**src/rtl/cnt_pkg.sv**
```systemverilog
package cnt_pkg;
  localparam logic [2:0] RIDX_CTRL  = 3'd0;
  localparam logic [2:0] RIDX_PRESC = 3'd1;
  localparam logic [2:0] RIDX_RLA   = 3'd2;
  localparam logic [2:0] RIDX_RLB   = 3'd3;
  localparam logic [2:0] RIDX_COUNT = 3'd4;
  localparam logic [2:0] RIDX_CAPT  = 3'd5;
  localparam logic [2:0] RIDX_STAT  = 3'd6;

  typedef struct packed {
    logic casc;
    logic trig;
    logic gate;
    logic cont;
    logic up;
    logic en;
  } ctl_t;

  localparam int CTL_W = $bits(ctl_t);
endpackage

```
**src/rtl/cnt_prediv.sv**
```systemverilog
module cnt_prediv #(
  parameter int DIV = 4
) (
  input  logic clk,
  input  logic rst_n,
  output logic tick_o
);
  localparam int DW = (DIV > 1) ? $clog2(DIV) : 1;
  localparam logic [DW-1:0] LAST = DW'(DIV - 1);

  logic [DW-1:0] phase_q;

  always_ff @(posedge clk or negedge rst_n) begin
    if (!rst_n)              phase_q <= '0;
    else if (phase_q == LAST) phase_q <= '0;
    else                     phase_q <= phase_q + 1'b1;
  end

  assign tick_o = (phase_q == LAST);
endmodule

```
**src/rtl/cnt_edge_sync.sv**
```systemverilog
module cnt_edge_sync #(
  parameter int STAGES = 2
) (
  input  logic clk,
  input  logic rst_n,
  input  logic pin_i,
  output logic level_o,
  output logic rise_o
);
  logic [STAGES-1:0] sh_q;
  logic              prev_q;

  always_ff @(posedge clk or negedge rst_n) begin
    if (!rst_n) begin
      sh_q   <= '0;
      prev_q <= 1'b0;
    end else begin
      sh_q   <= {sh_q[STAGES-2:0], pin_i};
      prev_q <= sh_q[STAGES-1];
    end
  end

  assign level_o = sh_q[STAGES-1];
  assign rise_o  = sh_q[STAGES-1] & ~prev_q;
endmodule

```
**src/rtl/cnt_channel.sv**
```systemverilog
module cnt_channel
  import cnt_pkg::*;
#(
  parameter int CNT_W   = 16,
  parameter int PRE_W   = 8,
  parameter bit CASC_OK = 1'b0
) (
  input  logic             clk,
  input  logic             rst_n,
  input  logic             base_tick,
  input  logic             casc_tick,
  input  logic             gate_lvl,
  input  logic             trig_rise,
  input  logic             cap_rise,
  input  logic             ctrl_we,
  input  ctl_t             ctrl_d,
  input  logic             presc_we,
  input  logic [PRE_W-1:0] presc_d,
  input  logic             rla_we,
  input  logic             rlb_we,
  input  logic [CNT_W-1:0] rl_d,
  input  logic             stat_clr,
  output ctl_t             ctrl_q,
  output logic [PRE_W-1:0] presc_q,
  output logic [CNT_W-1:0] rla_q,
  output logic [CNT_W-1:0] rlb_q,
  output logic [CNT_W-1:0] count_q,
  output logic [CNT_W-1:0] capt_q,
  output logic             tc_flag_q,
  output logic             cap_flag_q,
  output logic             run_q,
  output logic             pulse_q,
  output logic             irq_q,
  output logic             tick_o,
  output logic             tc_o
);
  logic             wait_q;
  logic             phase_q;
  logic [PRE_W-1:0] pre_q;
  logic             use_casc;
  logic             gate_ok;
  logic             pre_in;
  logic             pre_tick;
  logic             term;

  assign use_casc = CASC_OK && ctrl_q.casc;
  assign gate_ok  = !ctrl_q.gate || gate_lvl;
  assign pre_in   = run_q && gate_ok && base_tick && !use_casc;
  assign pre_tick = pre_in && (pre_q == '0);
  assign tick_o   = use_casc ? (run_q && gate_ok && casc_tick) : pre_tick;
  assign term     = ctrl_q.up ? (&count_q) : (count_q == '0);
  assign tc_o     = tick_o && term;

  // configuration registers
  always_ff @(posedge clk or negedge rst_n) begin
    if (!rst_n) begin
      ctrl_q  <= '0;
      presc_q <= '0;
      rla_q   <= '0;
      rlb_q   <= '0;
    end else begin
      if (ctrl_we)  ctrl_q  <= ctrl_d;
      if (presc_we) presc_q <= presc_d;
      if (rla_we)   rla_q   <= rl_d;
      if (rlb_we)   rlb_q   <= rl_d;
    end
  end

  // prescaler
  always_ff @(posedge clk or negedge rst_n) begin
    if (!rst_n)                    pre_q <= '0;
    else if (ctrl_we)              pre_q <= presc_q;
    else if (pre_in && pre_q == '0) pre_q <= presc_q;
    else if (pre_in)               pre_q <= pre_q - 1'b1;
  end

  // counter, phase, run state, pulse output
  always_ff @(posedge clk or negedge rst_n) begin
    if (!rst_n) begin
      count_q <= '0;
      phase_q <= 1'b0;
      pulse_q <= 1'b0;
      run_q   <= 1'b0;
      wait_q  <= 1'b0;
    end else if (ctrl_we) begin
      count_q <= rla_q;
      phase_q <= 1'b0;
      pulse_q <= 1'b0;
      run_q   <= ctrl_d.en && !ctrl_d.trig;
      wait_q  <= ctrl_d.en && ctrl_d.trig;
    end else begin
      if (wait_q && trig_rise) begin
        run_q  <= 1'b1;
        wait_q <= 1'b0;
      end
      if (tick_o) begin
        if (term) begin
          pulse_q <= ~pulse_q;
          phase_q <= ~phase_q;
          if (ctrl_q.cont) count_q <= phase_q ? rla_q : rlb_q;
          else             run_q   <= 1'b0;
        end else if (ctrl_q.up) begin
          count_q <= count_q + 1'b1;
        end else begin
          count_q <= count_q - 1'b1;
        end
      end
    end
  end

  // capture, flags, interrupt
  always_ff @(posedge clk or negedge rst_n) begin
    if (!rst_n) begin
      capt_q     <= '0;
      cap_flag_q <= 1'b0;
      tc_flag_q  <= 1'b0;
      irq_q      <= 1'b0;
    end else begin
      irq_q <= tc_o && !ctrl_we;
      if (cap_rise) begin
        capt_q     <= count_q;
        cap_flag_q <= 1'b1;
      end else if (stat_clr) begin
        cap_flag_q <= 1'b0;
      end
      if (tc_o && !ctrl_we) tc_flag_q <= 1'b1;
      else if (stat_clr)    tc_flag_q <= 1'b0;
    end
  end
endmodule

```
**src/rtl/cnt_timer_pair.sv**
```systemverilog
module cnt_timer_pair
  import cnt_pkg::*;
#(
  parameter int CNT_W = 16,
  parameter int PRE_W = 8,
  parameter int DIV   = 4
) (
  input  logic             clk,
  input  logic             rst_n,
  input  logic             wr_en,
  input  logic             rd_en,
  input  logic [3:0]       addr,
  input  logic [CNT_W-1:0] wdata,
  output logic [CNT_W-1:0] rdata,
  input  logic [1:0]       cap_in,
  input  logic [1:0]       gate_in,
  input  logic [1:0]       trig_in,
  output logic [1:0]       pulse_out,
  output logic [1:0]       irq_out
);
  localparam int NCH = 2;
  localparam int PAD_PRE = CNT_W - PRE_W;
  localparam int PAD_CTL = CNT_W - CTL_W;
  localparam int PAD_ST  = CNT_W - 4;

  logic                      base_tick;
  logic [NCH-1:0]            gate_s, gate_r, trig_r, cap_r;
  logic [NCH-1:0]            tick_w, tc_w, run_w, tcf_w, capf_w, ctrl_we_w;
  logic [NCH-1:0]            cont_w, gate_md_w;
  logic [NCH-1:0][CNT_W-1:0] cnt_w;
  logic [NCH-1:0][CNT_W-1:0] rd_ch;

  cnt_prediv #(.DIV(DIV)) u_prediv (
    .clk(clk), .rst_n(rst_n), .tick_o(base_tick)
  );

  for (genvar i = 0; i < NCH; i++) begin : g_ch
    logic       sel;
    logic       casc_in;
    ctl_t       ctrl_q;
    logic [PRE_W-1:0] presc_q;
    logic [CNT_W-1:0] rla_q, rlb_q, capt_q;
    logic       pulse_q;

    assign sel = (addr[3] == 1'(i));
    assign ctrl_we_w[i] = wr_en && sel && addr[2:0] == RIDX_CTRL;

    if (i == 0) begin : g_first
      assign casc_in = 1'b0;
    end else begin : g_next
      assign casc_in = tc_w[i-1];
    end

    cnt_edge_sync u_gate (.clk(clk), .rst_n(rst_n), .pin_i(gate_in[i]),
                          .level_o(gate_s[i]), .rise_o(gate_r[i]));
    cnt_edge_sync u_trig (.clk(clk), .rst_n(rst_n), .pin_i(trig_in[i]),
                          .level_o(), .rise_o(trig_r[i]));
    cnt_edge_sync u_cap  (.clk(clk), .rst_n(rst_n), .pin_i(cap_in[i]),
                          .level_o(), .rise_o(cap_r[i]));

    cnt_channel #(.CNT_W(CNT_W), .PRE_W(PRE_W), .CASC_OK(i > 0)) u_ch (
      .clk       (clk),
      .rst_n     (rst_n),
      .base_tick (base_tick),
      .casc_tick (casc_in),
      .gate_lvl  (gate_s[i]),
      .trig_rise (trig_r[i]),
      .cap_rise  (cap_r[i]),
      .ctrl_we   (ctrl_we_w[i]),
      .ctrl_d    (ctl_t'(wdata[CTL_W-1:0])),
      .presc_we  (wr_en && sel && addr[2:0] == RIDX_PRESC),
      .presc_d   (wdata[PRE_W-1:0]),
      .rla_we    (wr_en && sel && addr[2:0] == RIDX_RLA),
      .rlb_we    (wr_en && sel && addr[2:0] == RIDX_RLB),
      .rl_d      (wdata),
      .stat_clr  (rd_en && sel && addr[2:0] == RIDX_STAT),
      .ctrl_q    (ctrl_q),
      .presc_q   (presc_q),
      .rla_q     (rla_q),
      .rlb_q     (rlb_q),
      .count_q   (cnt_w[i]),
      .capt_q    (capt_q),
      .tc_flag_q (tcf_w[i]),
      .cap_flag_q(capf_w[i]),
      .run_q     (run_w[i]),
      .pulse_q   (pulse_q),
      .irq_q     (irq_out[i]),
      .tick_o    (tick_w[i]),
      .tc_o      (tc_w[i])
    );

    assign pulse_out[i] = pulse_q;
    assign cont_w[i]    = ctrl_q.cont;
    assign gate_md_w[i] = ctrl_q.gate;

    always_comb begin
      unique case (addr[2:0])
        RIDX_CTRL:  rd_ch[i] = {{PAD_CTL{1'b0}}, ctrl_q};
        RIDX_PRESC: rd_ch[i] = {{PAD_PRE{1'b0}}, presc_q};
        RIDX_RLA:   rd_ch[i] = rla_q;
        RIDX_RLB:   rd_ch[i] = rlb_q;
        RIDX_COUNT: rd_ch[i] = cnt_w[i];
        RIDX_CAPT:  rd_ch[i] = capt_q;
        RIDX_STAT:  rd_ch[i] = {{PAD_ST{1'b0}}, pulse_q, run_w[i], capf_w[i], tcf_w[i]};
        default:    rd_ch[i] = '0;
      endcase
    end
  end

  assign rdata = rd_ch[addr[3]];

  logic unused_ok;
  assign unused_ok = ^gate_r;
endmodule

```
**config.mk**
```make
export PLATFORM = sky130hd
export DESIGN_NAME = cnt_timer_pair
export DESIGN_NICKNAME = d
export VERILOG_FILES = /design/src/rtl/cnt_pkg.sv /design/src/rtl/cnt_prediv.sv /design/src/rtl/cnt_edge_sync.sv /design/src/rtl/cnt_channel.sv /design/src/rtl/cnt_timer_pair.sv
export SDC_FILE = /design/constraint.sdc
export NUM_CORES = 1
export LEC_CHECK = 0
export BUFFER_PORTS_ARGS = -buffer_cell sky130_fd_sc_hd__buf_2
export CELL_PAD_IN_SITES_DETAIL_PLACEMENT = 1
export CELL_PAD_IN_SITES_GLOBAL_PLACEMENT = 2
export CORE_MARGIN = 5
export CORE_UTILIZATION = 41
export DETAILED_ROUTE_END_ITERATION = 6
export PLACE_DENSITY_LB_ADDON = 0.1
export SYNTH_ARGS = -nofsm -noshare
export SYNTH_HDL_FRONTEND = slang
export SYNTH_SLANG_ARGS = --single-unit
```
**constraint.sdc**
```tcl
create_clock -name clk -period 3.05 [get_ports clk]
set_input_delay 0.305 -clock clk [delete_from_list [all_inputs] [get_ports clk]]
set_output_delay 0.305 -clock clk [all_outputs]
set_load 0.02 [all_outputs]
```
==> results.cfg <==
[hold_path]
min_from = wdata[15]
hp-class = input port to flip-flop

[synthesis]
yosysMostFrequentCell = dfrtp_1
syn_inst = 1214
synthesis.nets = 1279
async_flop_share = 1.00
ys_ff_latch = 204
ys.flop_type = dfrtp_1
synthTopCellsByCount = dfrtp_1 (204), nand2_1 (131), mux2_2 (111)
synth_top_area_frac = 0.434
synth_warnings = 0
synth_edf_count = 0
yosys.area.top_type = dfrtp_1
syn_area_per_cell_sq_um = 9.70
netlist_top_cells_area = dfrtp_1 (43%), mux2_2 (11%), mux2i_1 (4.3%)
synth.cell_area_sq_mm = 0.0118
seq_area_frac_synth = 0.434
synth.distinct_cells = 71

[final_layout]
drive_gt1_frac = 0.220
area_delta_synth_final_pct = 16.0
num_antenna_cells = 0
fin_nets = 1349
nFillCells = 3252

[drt]
ant_nets = 0
dr.pass1.iters = 5
vias = 9862
via_per_inst = 5.85
wl_per_cell_microns = 23.3
drt_iter0_markers = 486
drc = 0
drt_wl_total_microns = 39300

[sta]
timing_hold_violations_final = 0
setup_viol = 0
fin_crit_ps = 2910
relSlewSlack = 0.235
rsz0062_at_grt = no
finalSetupTns_ps = 0
period_share = 0.954
fin_skew_ps = 19.2
tightest_slew_ps = 1150
holdWs_ps = 54.7
fin_ws_ps = 140
fmax_mhz = 344
slew_viol_final = 0

[setup_path]
crit_buf_inv = 2
ff2ff_setup_slack_ps = 240
start_kind = flip-flop
required_ps = 2740
worst_setup_path_end_kind = output pin
crit_family = compound AO/OA/AOI/OAI gates
cp_max_fo = 5
slowest_delay_ps = 700
cp.arrival_ps = 2610
cp_slowest_cell = a2111oi_0
path_cells = buf_4 > mux2i_1 > nor2_1 > a31oi_1 > nor2_1 > a2111oi_0 > a31oi_1 > buf_2
crit_type = flip-flop to output pin
rr_startpoint = g_ch[0].u_ch.ctrl_q[1]
startpoint = g_ch[0].u_ch.count_q[5]

[global_route]
groute.usage.overall = 0.238
grt_pass1_vias = 10200
antenna_found_initial = 0
grt.overflow.total = 0
grt_pass1_wl_microns = 61400
grt_max_degree = 74

[floorplan]
initial_core_util = 0.412
die_h_microns = 179
coreArea_sq_mm = 0.0285
die_area_sq_mm = 0.0322
die_w_microns = 179
num_rows = 62
pin_count = 50

[power_and_ir_drop]
ir_worst_vdd_uv = 569
p_sw_mw = 4.56
intPower_mw = 7.49
sw_frac_of_total = 0.378
p_comb_frac = 0.382
seq_power_share = 0.365
powerDensity_mw_per_mm2 = 882
leakagePower_nw = 6.00
clkPwrFrac = 0.253

[cts]
tritoncts = built
htree_levels = 1
cts_buffers = 25
clk_latency_ps = 540
cts_root_buffer = clkbuf_16
clock_path_buffers = 3
clock-sinks = 204
clkSlewWorstSetupHoldPaths_ps = 60

[placed_design]
dpl_worst_slack_ps = 185
dp_hpwl_microns = 29000
io_buffers = 49
place_congestion = 0.828

[flow_run]
maxCapViolCount = 0

[outcome]
status = complete, no violations
==> path summary, 6_finish.rpt <==
kind | endpoint | cells past startpoint
max reg2reg | g_ch[0].u_ch.count_q[15] | 11
min | g_ch[0].u_ch.rlb_q[15] | 3
min reg2reg | g_ch[0].u_cap.sh_q[1] | 0
max | rdata[5] | 8
max in group asynchronous | g_ch[0].u_ch.count_q[4] | 3
min in group asynchronous | g_ch[0].u_ch.capt_q[13] | 2
==> placed cells by master (no fill, tap or decap), types with 9 or more instances in the layout <==
cell / instances
dfrtp_1: 204
nand2_1: 131
mux2_2: 111
o21ai_0: 91
a21oi_1: 89
nor2_1: 85
buf_4: 55
mux2i_1: 50
buf_2: 48
ha_1: 33
nor3_1: 32
clkbuf_16: 25
nand3_1: 24
inv_1: 23
a31oi_1: 19
nand2b_1: 16
a21o_1: 14
o22ai_1: 13
nor4_1: 13
xnor2_1: 13
a211oi_1: 11
o21a_1: 11
a22oi_1: 10
nand4_1: 10
nor2b_1: 9
o211ai_1: 9
and3_1: 9
==> per-layer routing <==
layer,global-route usage,wire (microns),up-vias
met5,0,0,-
met4,0.0460,773,0
met3,0.0356,2050,46
met2,0.387,18200,213
met1,0.341,18200,5010
li1,-,-,4593
==> final cells by class <==
type	count	area, sq um	area share
Clock buffer	35	733	0.0537
Clock inverter	10	119	0.00871
Inverter	24	93.8	0.00687
Multi-Input combinational cell	914	6300	0.462
Sequential cell	204	5100	0.374
Tap cell	384	480	0.0352
Timing Repair Buffer	115	818	0.0599
==> registers in the layout, indices dropped and copies added, names as in the netlist, 4 cells and up <==
signal             flops
g_ch.u_ch.ctrl_q      11
g_ch.u_ch.pre_q       16
g_ch.u_trig.sh_q       4
g_ch.u_ch.capt_q      32
g_ch.u_ch.presc_q     16
g_ch.u_gate.sh_q       4
g_ch.u_cap.sh_q        4
g_ch.u_ch.rlb_q       32
g_ch.u_ch.count_q     32
g_ch.u_ch.rla_q       32
==> logic make-up after synthesis <==
family / synth area share
adders and majority gates: 0.0385
DFF: 0.434
muxes: 0.158
xor gates and xnor gates: 0.0156
AOI/OAI and AO/OA: 0.172
and+or+nand+nor: 0.149
buffers and inverters: 0.0334
==> tightest hold or removal path, cell delays in order <==
cell and delay (ps):
buf_2 130, nand2_1 50, o21ai_0 60
==> power groups by stage <==
stage	logic, mW	clock network (mW)	registers (mW)
floorplan	3.35	0	4.09
global placement	4.52	0	4.39
detailed placement	4.60	0	4.43
CTS	4.64	3.11	4.39
global route	5.12	3.25	4.51
finish	4.60	3.05	4.39
==> through the flow <==
step / instances / utilization / cell area (sq um) / total power, mW
floorplan: 1214 / - / 11800 / 7.44
global placement: 1632 / 0.445 / 12700 / 8.92
detailed placement: 1632 / 0.445 / 12700 / 9.03
CTS: 1684 / 0.478 / 13600 / 12.1
global route: 1686 / 0.478 / 13700 / 12.9
finish: 1686 / 0.478 / 13700 / 12.0
==> repair_timing <==
item | CTS | global route
endpoints found under the hold margin | 67 | 0
buffers inserted | 0 | 2
hold buffers | 7 | 0
setup endpoints to repair | 0 | 4
gates resized for setup | 0 | 1
Note: power is estimated with default switching activity, not from simulation.
